File: config.mk
export PLATFORM = sky130hd
export DESIGN_NAME = flagcond_top
export DESIGN_NICKNAME = d
export VERILOG_FILES = /design/src/rtl/flagcond_pkg.sv /design/src/rtl/flag_gen.sv /design/src/rtl/loop_eval.sv /design/src/rtl/branch_eval.sv /design/src/rtl/flagcond_top.sv
export SDC_FILE = /design/constraint.sdc
export NUM_CORES = 1
export LEC_CHECK = 0
export BUFFER_PORTS_ARGS = -buffer_cell sky130_fd_sc_hd__buf_4
export CAP_MARGIN = 5
export CORE_ASPECT_RATIO = 1.4
export CORE_MARGIN = 2
export CORE_UTILIZATION = 55
export CTS_CLUSTER_SIZE = 14
export DETAILED_ROUTE_END_ITERATION = 7
export GPL_TIMING_DRIVEN = 0
export PLACE_DENSITY = 0.83
export SYNTH_ARGS = -nofsm -noshare
export SYNTH_HDL_FRONTEND = slang
export SYNTH_SLANG_ARGS = --single-unit
File: constraint.sdc
create_clock -name clk -period 5.35 [get_ports clk]
set_clock_uncertainty 0.05 [all_clocks]
set_input_delay 1.07 -clock clk [delete_from_list [all_inputs] [get_ports clk]]
set_output_delay 1.07 -clock clk [all_outputs]
set_load 0.02 [all_outputs]
File: src/rtl/flagcond_pkg.sv
package flagcond_pkg;

    typedef enum logic [1:0] {
        OP_CMP    = 2'd0,
        OP_TEST   = 2'd1,
        OP_BRANCH = 2'd2,
        OP_LOOP   = 2'd3
    } op_e;

    typedef enum logic [3:0] {
        CC_ALWAYS = 4'd0,
        CC_EQ     = 4'd1,
        CC_NE     = 4'd2,
        CC_SGT    = 4'd3,
        CC_SGE    = 4'd4,
        CC_SLT    = 4'd5,
        CC_SLE    = 4'd6,
        CC_UGT    = 4'd7,
        CC_UGE    = 4'd8,
        CC_ULT    = 4'd9,
        CC_ULE    = 4'd10,
        CC_OV     = 4'd11,
        CC_NOV    = 4'd12,
        CC_NEG    = 4'd13,
        CC_POS    = 4'd14,
        CC_NEVER  = 4'd15
    } cc_e;

    typedef enum logic [1:0] {
        LP_PLAIN     = 2'd0,
        LP_WHILE_EQ  = 2'd1,
        LP_WHILE_NE  = 2'd2,
        LP_PLAIN_ALT = 2'd3
    } loop_e;

    typedef struct packed {
        logic zf;
        logic sf;
        logic cf;
        logic of;
        logic pf;
    } flags_t;

    localparam int PARITY_W = 8;

    function automatic logic even_ones(input logic [PARITY_W-1:0] v);
        return ~^v;
    endfunction

    function automatic logic cond_holds(input flags_t f, input cc_e cc);
        logic lt_signed;
        lt_signed = f.sf ^ f.of;
        case (cc)
            CC_ALWAYS: return 1'b1;
            CC_EQ:     return f.zf;
            CC_NE:     return !f.zf;
            CC_SGT:    return !f.zf && !lt_signed;
            CC_SGE:    return !lt_signed;
            CC_SLT:    return lt_signed;
            CC_SLE:    return f.zf || lt_signed;
            CC_UGT:    return !f.cf && !f.zf;
            CC_UGE:    return !f.cf;
            CC_ULT:    return f.cf;
            CC_ULE:    return f.cf || f.zf;
            CC_OV:     return f.of;
            CC_NOV:    return !f.of;
            CC_NEG:    return f.sf;
            CC_POS:    return !f.sf;
            default:   return 1'b0;
        endcase
    endfunction

    function automatic logic loop_gate(input flags_t f, input loop_e kind);
        case (kind)
            LP_WHILE_EQ: return f.zf;
            LP_WHILE_NE: return !f.zf;
            default:     return 1'b1;
        endcase
    endfunction

endpackage

File: src/rtl/flag_gen.sv
module flag_gen
    import flagcond_pkg::*;
#(
    parameter int DATA_W   = 32,
    parameter int NARROW_W = 16,
    parameter int IMM_W    = 8
) (
    input  logic              is_test,
    input  logic              wide,
    input  logic              imm_sext,
    input  logic [DATA_W-1:0] opnd_a,
    input  logic [DATA_W-1:0] opnd_b,
    output flags_t            flags_o
);

    localparam int N_LANES = 2;

    initial begin
        if (NARROW_W <= IMM_W || DATA_W <= NARROW_W || NARROW_W < PARITY_W)
            $error("flag_gen: widths must satisfy PARITY_W <= NARROW_W, IMM_W < NARROW_W < DATA_W");
    end

    for (genvar g = 0; g < N_LANES; g++) begin : g_lane
        localparam int W = (g == 0) ? NARROW_W : DATA_W;

        logic [W-1:0] la;
        logic [W-1:0] lb;
        logic [W:0]   diff;
        logic [W-1:0] res;
        flags_t       f;

        assign la   = opnd_a[W-1:0];
        assign lb   = imm_sext ? {{(W-IMM_W){opnd_b[IMM_W-1]}}, opnd_b[IMM_W-1:0]}
                               : opnd_b[W-1:0];
        assign diff = {1'b0, la} - {1'b0, lb};
        assign res  = is_test ? (la & lb) : diff[W-1:0];

        always_comb begin
            f.zf = (res == '0);
            f.sf = res[W-1];
            f.pf = even_ones(res[PARITY_W-1:0]);
            if (is_test) begin
                f.cf = 1'b0;
                f.of = 1'b0;
            end else begin
                f.cf = diff[W];
                f.of = (la[W-1] ^ lb[W-1]) & (res[W-1] ^ la[W-1]);
            end
        end
    end

    assign flags_o = wide ? g_lane[1].f : g_lane[0].f;

endmodule

File: src/rtl/loop_eval.sv
module loop_eval
    import flagcond_pkg::*;
#(
    parameter int CNT_W = 16
) (
    input  logic [CNT_W-1:0] cnt_in,
    input  logic [1:0]       kind,
    input  flags_t           flags,
    output logic [CNT_W-1:0] cnt_next,
    output logic             take
);

    localparam logic [CNT_W-1:0] ONE = CNT_W'(1);

    assign cnt_next = cnt_in - ONE;
    assign take     = (cnt_next != '0) && loop_gate(flags, loop_e'(kind));

endmodule

File: src/rtl/branch_eval.sv
module branch_eval
    import flagcond_pkg::*;
#(
    parameter int CNT_W = 16
) (
    input  logic [1:0]       op_sel,
    input  logic [3:0]       cond,
    input  flags_t           flags,
    input  logic [CNT_W-1:0] cnt_in,
    output logic [CNT_W-1:0] cnt_next,
    output logic             take
);

    logic loop_take;
    op_e  op;

    assign op = op_e'(op_sel);

    loop_eval #(.CNT_W(CNT_W)) i_loop (
        .cnt_in   (cnt_in),
        .kind     (cond[1:0]),
        .flags    (flags),
        .cnt_next (cnt_next),
        .take     (loop_take)
    );

    always_comb begin
        case (op)
            OP_BRANCH: take = cond_holds(flags, cc_e'(cond));
            OP_LOOP:   take = loop_take;
            default:   take = 1'b0;
        endcase
    end

    always_comb begin
        if (op == OP_BRANCH && cc_e'(cond) == CC_NEVER)
            assert_never_code_R9: assert (!take);
    end

endmodule

File: src/rtl/flagcond_top.sv
module flagcond_top
    import flagcond_pkg::*;
#(
    parameter int DATA_W   = 32,
    parameter int NARROW_W = 16,
    parameter int IMM_W    = 8,
    parameter int CNT_W    = 16
) (
    input  logic              clk,
    input  logic              rst,
    input  logic              in_valid,
    input  logic [1:0]        op_sel,
    input  logic              wide,
    input  logic              imm_sext,
    input  logic [DATA_W-1:0] opnd_a,
    input  logic [DATA_W-1:0] opnd_b,
    input  logic [3:0]        cond,
    input  logic [CNT_W-1:0]  cnt_in,
    output logic              done_o,
    output logic              take_o,
    output logic              zf_o,
    output logic              sf_o,
    output logic              cf_o,
    output logic              of_o,
    output logic              pf_o,
    output logic [CNT_W-1:0]  cnt_o
);

    op_e              op;
    flags_t           flags_c;
    flags_t           flags_q;
    logic [CNT_W-1:0] cnt_c;
    logic [CNT_W-1:0] cnt_q;
    logic             take_c;
    logic             take_q;
    logic             done_q;
    logic             sets_flags;

    assign op         = op_e'(op_sel);
    assign sets_flags = (op == OP_CMP) || (op == OP_TEST);

    flag_gen #(
        .DATA_W   (DATA_W),
        .NARROW_W (NARROW_W),
        .IMM_W    (IMM_W)
    ) i_flags (
        .is_test  (op == OP_TEST),
        .wide     (wide),
        .imm_sext (imm_sext),
        .opnd_a   (opnd_a),
        .opnd_b   (opnd_b),
        .flags_o  (flags_c)
    );

    branch_eval #(.CNT_W(CNT_W)) i_branch (
        .op_sel   (op_sel),
        .cond     (cond),
        .flags    (flags_q),
        .cnt_in   (cnt_in),
        .cnt_next (cnt_c),
        .take     (take_c)
    );

    always_ff @(posedge clk) begin
        if (rst) begin
            flags_q <= '0;
            cnt_q   <= '0;
            take_q  <= 1'b0;
            done_q  <= 1'b0;
        end else begin
            done_q <= in_valid;
            take_q <= in_valid && take_c;
            if (in_valid && sets_flags)
                flags_q <= flags_c;
            if (in_valid && op == OP_LOOP)
                cnt_q <= cnt_c;
        end
    end

    assign done_o = done_q;
    assign take_o = take_q;
    assign zf_o   = flags_q.zf;
    assign sf_o   = flags_q.sf;
    assign cf_o   = flags_q.cf;
    assign of_o   = flags_q.of;
    assign pf_o   = flags_q.pf;
    assign cnt_o  = cnt_q;

    assert_test_clears_cf_of_R5: assert property (@(posedge clk) disable iff (rst)
        in_valid && op_sel == 2'd1 |=> !cf_o && !of_o);

    assert_flags_hold_R11: assert property (@(posedge clk) disable iff (rst)
        in_valid && op_sel[1] |=> $stable({zf_o, sf_o, cf_o, of_o, pf_o}));

    assert_loop_exit_R10: assert property (@(posedge clk) disable iff (rst)
        in_valid && op_sel == 2'd3 && cnt_in == CNT_W'(1) |=> !take_o && cnt_o == '0);

    assert_idle_quiet_R12: assert property (@(posedge clk) disable iff (rst)
        !in_valid |=> !done_o && !take_o);

    assert_equal_cmp_R2: assert property (@(posedge clk) disable iff (rst)
        in_valid && op_sel == 2'd0 && wide && !imm_sext && opnd_a == opnd_b
        |=> zf_o && !cf_o && !of_o);

endmodule

# Word-level counts from Yosys, hierarchy flattened
# Cells that the tools add are included.
[totals]
n_memories = 0
latch_bits = 0
mem_bits_rw = 0
word_cells = 70
rom_bits = 0
register_bits = 23
inputBits = 91
out_inout_bits = 23
[classes]
n_div = 0
bitwise_logic = 9
n_eq_ne = 19
add_sub_neg = 3
mul = 0
n_reduce_logical = 21
n_lt_le_gt_ge = 0
muxes = 10
shifts = 0
[op_table]
columns = ["cell", "n"]
rows = [
  ["32-bit two-way mux", 2],
  ["32-bit by 32-bit subtractor with 33-bit output", 1],
  ["32-bit bitwise AND", 1],
  ["32-bit zero test", 1],
  ["16-bit two-way mux", 2],
  ["4-bit equality test (second input constant)", 7],
  ["16-bit by 16-bit subtractor with 17-bit output", 1],
  ["16-bit bitwise AND", 1],
  ["4-bit by 3-bit equality test with 1-bit output (second input constant)", 4],
  ["16-bit zero test", 1],
  ["16-bit nonzero test", 1],
  ["8-bit XNOR reduction", 2],
  ["16-bit by 1-bit subtractor with 16-bit output (second input constant)", 1],
  ["1-bit case mux with 15 select lines", 1],
  ["4-bit by 2-bit equality test with 1-bit output (second input constant)", 2],
  ["2-bit equality test (second input constant)", 3],
  ["1-bit logical AND", 6],
  ["1-bit zero test", 5],
  ["5-bit two-way mux", 1],
  ["1-bit bitwise XOR", 5],
  ["2-bit by 1-bit equality test with 1-bit output (second input constant)", 2],
  ["4-bit by 1-bit equality test with 1-bit output (second input constant)", 1],
  ["4-bit zero test", 1],
  ["2-bit two-way mux", 2],
  ["other kinds (4)", 8],
]

# Logic depth before layout (Yosys ltp)
[depth]
depth_word = 7
depth_mapped = 16
mapped_depth_nobuf = 15

# By module
# A second synthesis with hierarchy kept.
[unflattened]
hier_cells = 583
hier_area_um2 = 4396.7
[modules_own_cells]
columns = ["module", "cells_each", "n_inst", "seq_area_each_um2", "area_per_inst_um2"]
rows = [
  ["flag_gen", 398, 1, 0.0, 2839.0],
  ["flagcond_top", 93, 1, 460.4, 874.6],
  ["loop_eval", 58, 1, 0.0, 445.4],
  ["branch_eval", 34, 1, 0.0, 237.7],
]

# Worst setup path after synthesis
# OpenSTA, ideal clock, no wires.
[synth_path]
path_kind = "input -> register"
from = "input opnd_b[7]"
to = "register flags_q, in the netlist zf_o"
slack_ns = 0.912
t_required_ns = 5.214
arrival_ns = 4.301
setup_time_ns = 0.086
path_buffers = 1
stages = 15
cell_sequence = "inv_1 -> nor2_1 -> clkbuf_1 -> a21oi_1 -> ha_1 -> and3_1 -> nand2_1 -> a211oi_2 -> nor2_2 -> xnor2_1 -> or4_1 -> or4_1 -> a2111oi_2 -> o221ai_1 -> a221oi_2"
[synth_between]
elab_chain_cells = 5
word_cells_on_any_way = 11
classes_between = "add/sub: 2; mux: 5; bitwise: 2; reduce/logical: 2"
[synth_lines]
columns = ["item", "line_no", "rtl"]
rows = [
  ["start, declared", "flagcond_top.sv:16", "input logic [DATA_W-1:0] opnd_b,"],
  ["32-bit two-way mux or 16-bit two-way mux (tied branches)", "flag_gen.sv:33", "assign lb = imm_sext ? {{(W-IMM_W){opnd_b[IMM_W-1]}}, opnd_b[IMM_W-1:0]}"],
  ["32-bit by 32-bit subtractor with 33-bit output, or another cell as far along", "flag_gen.sv:35", "assign diff = {1'b0, la} - {1'b0, lb};"],
  ["32-bit two-way mux or 16-bit two-way mux (tied branches)", "flag_gen.sv:36", "assign res = is_test ? (la & lb) : diff[W-1:0];"],
  ["32-bit zero test or 16-bit zero test (tied branches)", "flag_gen.sv:39", "f.zf = (res == '0);"],
  ["5-bit two-way mux (*)", "flag_gen.sv:52", "assign flags_o = wide ? g_lane[1].f : g_lane[0].f;"],
  ["end signal, assigned", "flagcond_top.sv:74", "flags_q <= flags_c;"],
  ["end, declared", "flagcond_top.sv:31", "flags_t flags_q;"],
]
# Mark *: on every way between the ends. The rest lies on a longest branch, timed or not.
# A chain may end at the register's enable or synchronous reset.

# Worst setup path in the final report
# Ends and elaborated chain as after synthesis.

==> out/qor.csv <==
metric,value,unit
GRT Overall Usage,27.9,%
synthesis-to-finish area growth,24.0,%
Worst Path Arrival,5160,ps
WL/cell,14.9,um
Comb power frac,63.8,%
final cell count without fillers,796,
"delay-heaviest family, CP",simple AND/OR/NAND/NOR gates,
worst slew pin tran,871,ps
Worst Hold Class,reg2reg,
top-count cell post-synth,ha_1,
share of cells above drive strength 1,18.7,%
"most used cell, CP",or4_1,
XOR/XNOR share of the synthesized area,8.74,%
Synth warnings,0,
die area,8370,um2
first-pass GRT wire length,19600,um
met1 Use GR,30.1,%
Clock transition at path regs,90,ps
Power Density,157,nW/um2
register area share after synthesis,10.9,%
largest family of logic cells by synthesized area,compound AO/OA/AOI/OAI gates,
Die Width,77.9,um
Antenna Cells,0,
Worst Path Buf+Inv,3,
initial DRC count,190,
number of remaining DRC errors,0,
Synth Area in Simple Gates,21.2,%
"Slew Viols, Final",0,
sw frac,43.2,%
number of synthesized flops with an enable pin,0,
leading post-synthesis cells by cell area,"ha_1, dfxtp_1, a21oi_1",
Max Cap Viol,0,
top_reg_cell synth,dfxtp_1,
final net count,866,
GR Layer Usage met3,2.85,%
Internal,466,uW
"Avg Cell Area, Syn",7.22,um2
unrepaired setup endpoints after global routing,no,
Routed Antenna Nets,0,
Commonest cells post-synth,"ha_1, a21oi_1, nor2_1, inv_1, nand2_1",
leading area contributor after synthesis,ha_1,
Synth async-reset ratio,0,%
post-synthesis mux area share,0.476,%
vias per inst,5.81,
fin crit period,5030,ps
Synth Register Bits,23,
Cell Rows,37,
fillers,676,
# setup viols final,0,
Cells after DPL,792,
Worst path slowest cell,or4_1,
largest stage delay on the critical path,500,ps
hold violation count in the final report,0,
Syn Inst Count,583,
busiest grt layer,met2,
Synth Area in Adders,22.5,%
grt met2 use,56.7,%
Cell variety after synth,64,
worst-path cell chain,"buf_4, inv_1, nor2_1, clkbuf_1, a21oi_1, ha_1, and3_1, nand2_1, a211oi_2, nor2_2, xnor2_1, or4_1, or4_1, a2111oi_2, o221ai_1, a221oi_2",
clock power share,13.3,%
Die Y,107,um
Net Sw Power,354,uW
crit end category,flip-flop,
P_leak,0.00244,uW
Worst Path Max Fanout,10,
complex-gate fraction of the synthesized area,28.8,%
Via Count,4624,
drt pass-1 iters,5,
critical path launch point type,primary input,
final worst path period share,94.0,%
Initial Util,56.8,%
# hold bufs at CTS,0,
top cell type's share of synthesized area,22.0,%
I/O pin total,114,
PortBufs,112,
clock root buffer,clkbuf_8,
GP Congestion,0.929,
f_max,0.199,GHz
vias in the first global route,4497,
syn nets,749,
outcome,"finished, final reports clean",
pin count of the biggest net entering global routing,14,
Worst Path Required,5480,ps
setup_tns,0,ps
initial antenna violation count,0,
Min Hold Slack,442,ps
final core utilization,70.4,%
max-slew headroom at the worst pin,41.4,%
Inserted Clock Buffers,3,
routed wire length,11800,um
total grt overflow,0,
CTS tree,done,
hpwl dp,10100,um
clock buffer depth,2,
Post-Syn Area,4210,um2
PostCTS Resize Cnt,0,
Seq pwr share,22.9,%
Crit Path Class,in2reg,
post-CTS setup buffer count,0,
clk sinks,23,
Clock Latency Late Sink,270,ps
H-tree depth,1,
core area,7410,um2
maximum vdd drop,0.000128,V
==> logic make-up after synthesis <==
logic type / after synthesis
multiplexers: 2
AO/OA/AOI/OAI: 182
AND/OR/NAND/NOR: 182
XOR/XNOR: 42
flip-flops: 23
adder cells (fa/ha/maj): 75
buffers and inverters: 77
==> flip-flops by register name, indices dropped and copies added (netlist names) <==
register,cells
cnt_o,16
pf_o,1
cf_o,1
sf_o,1
of_o,1
take_o,1
done_o,1
zf_o,1
==> layout by cell type, fill, tap and decap left out, types with 3 or more instances in the layout <==
cell type  count
o221ai_1       3
nor2b_1        5
a21o_1        10
o2111ai_1      3
xnor2_1       24
buf_4        115
or4_1          4
and2_1         5
o21a_1         5
a211oi_1      21
o21ai_1        6
o211ai_1       6
nor2_1        51
and3_1         6
inv_1         50
clkbuf_1      21
a311oi_1       3
o21ai_0       26
nand4_1        8
nand3_1       14
nand2b_1       9
clkbuf_8       3
ha_1          74
nand3b_1       5
a21oi_1       58
xor2_1        18
o31ai_1        4
nor3_1        18
nor4_1         7
o22ai_1        3
a31oi_1        7
a22oi_1        3
nand2_1       40
dfxtp_1       23
==> through the flow <==
stage          area [um2]  setup WS [ps]  power (uW)
3_3_place_gp         5170            121         696
5_1_grt              5220           24.1         889
4_1_cts              5220            313         819
3_5_place_dp         5170           46.4         710
2_1_floorplan        4210            912         547
6_report             5220            323         820
==> worst min-delay path: cells and delay by family (launching register included) <==
kind             cells  cell delay (ps)
AND/OR/NAND/NOR      1               70
AO/OA/AOI/OAI        1               60
flip-flops           1              330
==> area by class of cell <==
type	instances	area, um2	share of cell area (%)
clock buffer	3	41.3	0.792
clock inverter	1	5.00	0.0960
tap	97	121	2.33
multi-input combinational	483	3440	65.9
timing repair buffer	112	841	16.1
buffer	26	118	2.26
inverter	51	191	3.67
sequential	23	460	8.83
==> per-layer routing <==
metal  vias up  wire [um]
li1       2331          -
met1      2141       4530
met2       129       6540
met3        23        551
met4         0        223
met5         -          0
==> power groups by stage <==
stage / sequential (uW) / clock (uW) / combinational (uW)
after floorplan: 203 / 0 / 344
after global placement: 192 / 0 / 504
after detailed placement: 191 / 0 / 518
after CTS: 187 / 110 / 521
after global routing: 189 / 118 / 583
final: 188 / 109 / 523
==> path summary, 6_finish.rpt <==
path | startpoint | endpoint | slack [ps] | cells after the start
worst max-delay path | opnd_b[7] | zf_o$_SDFFE_PP0P_ | 320 | 16
worst min-delay path | pf_o$_SDFFE_PP0P_ | pf_o$_SDFFE_PP0P_ | 440 | 2
worst max register to register | of_o$_SDFFE_PP0P_ | take_o$_SDFF_PP0_ | 3420 | 9
worst min register to register | pf_o$_SDFFE_PP0P_ | pf_o$_SDFFE_PP0P_ | 440 | 2
Note: power is estimated with default switching activity, not from simulation.
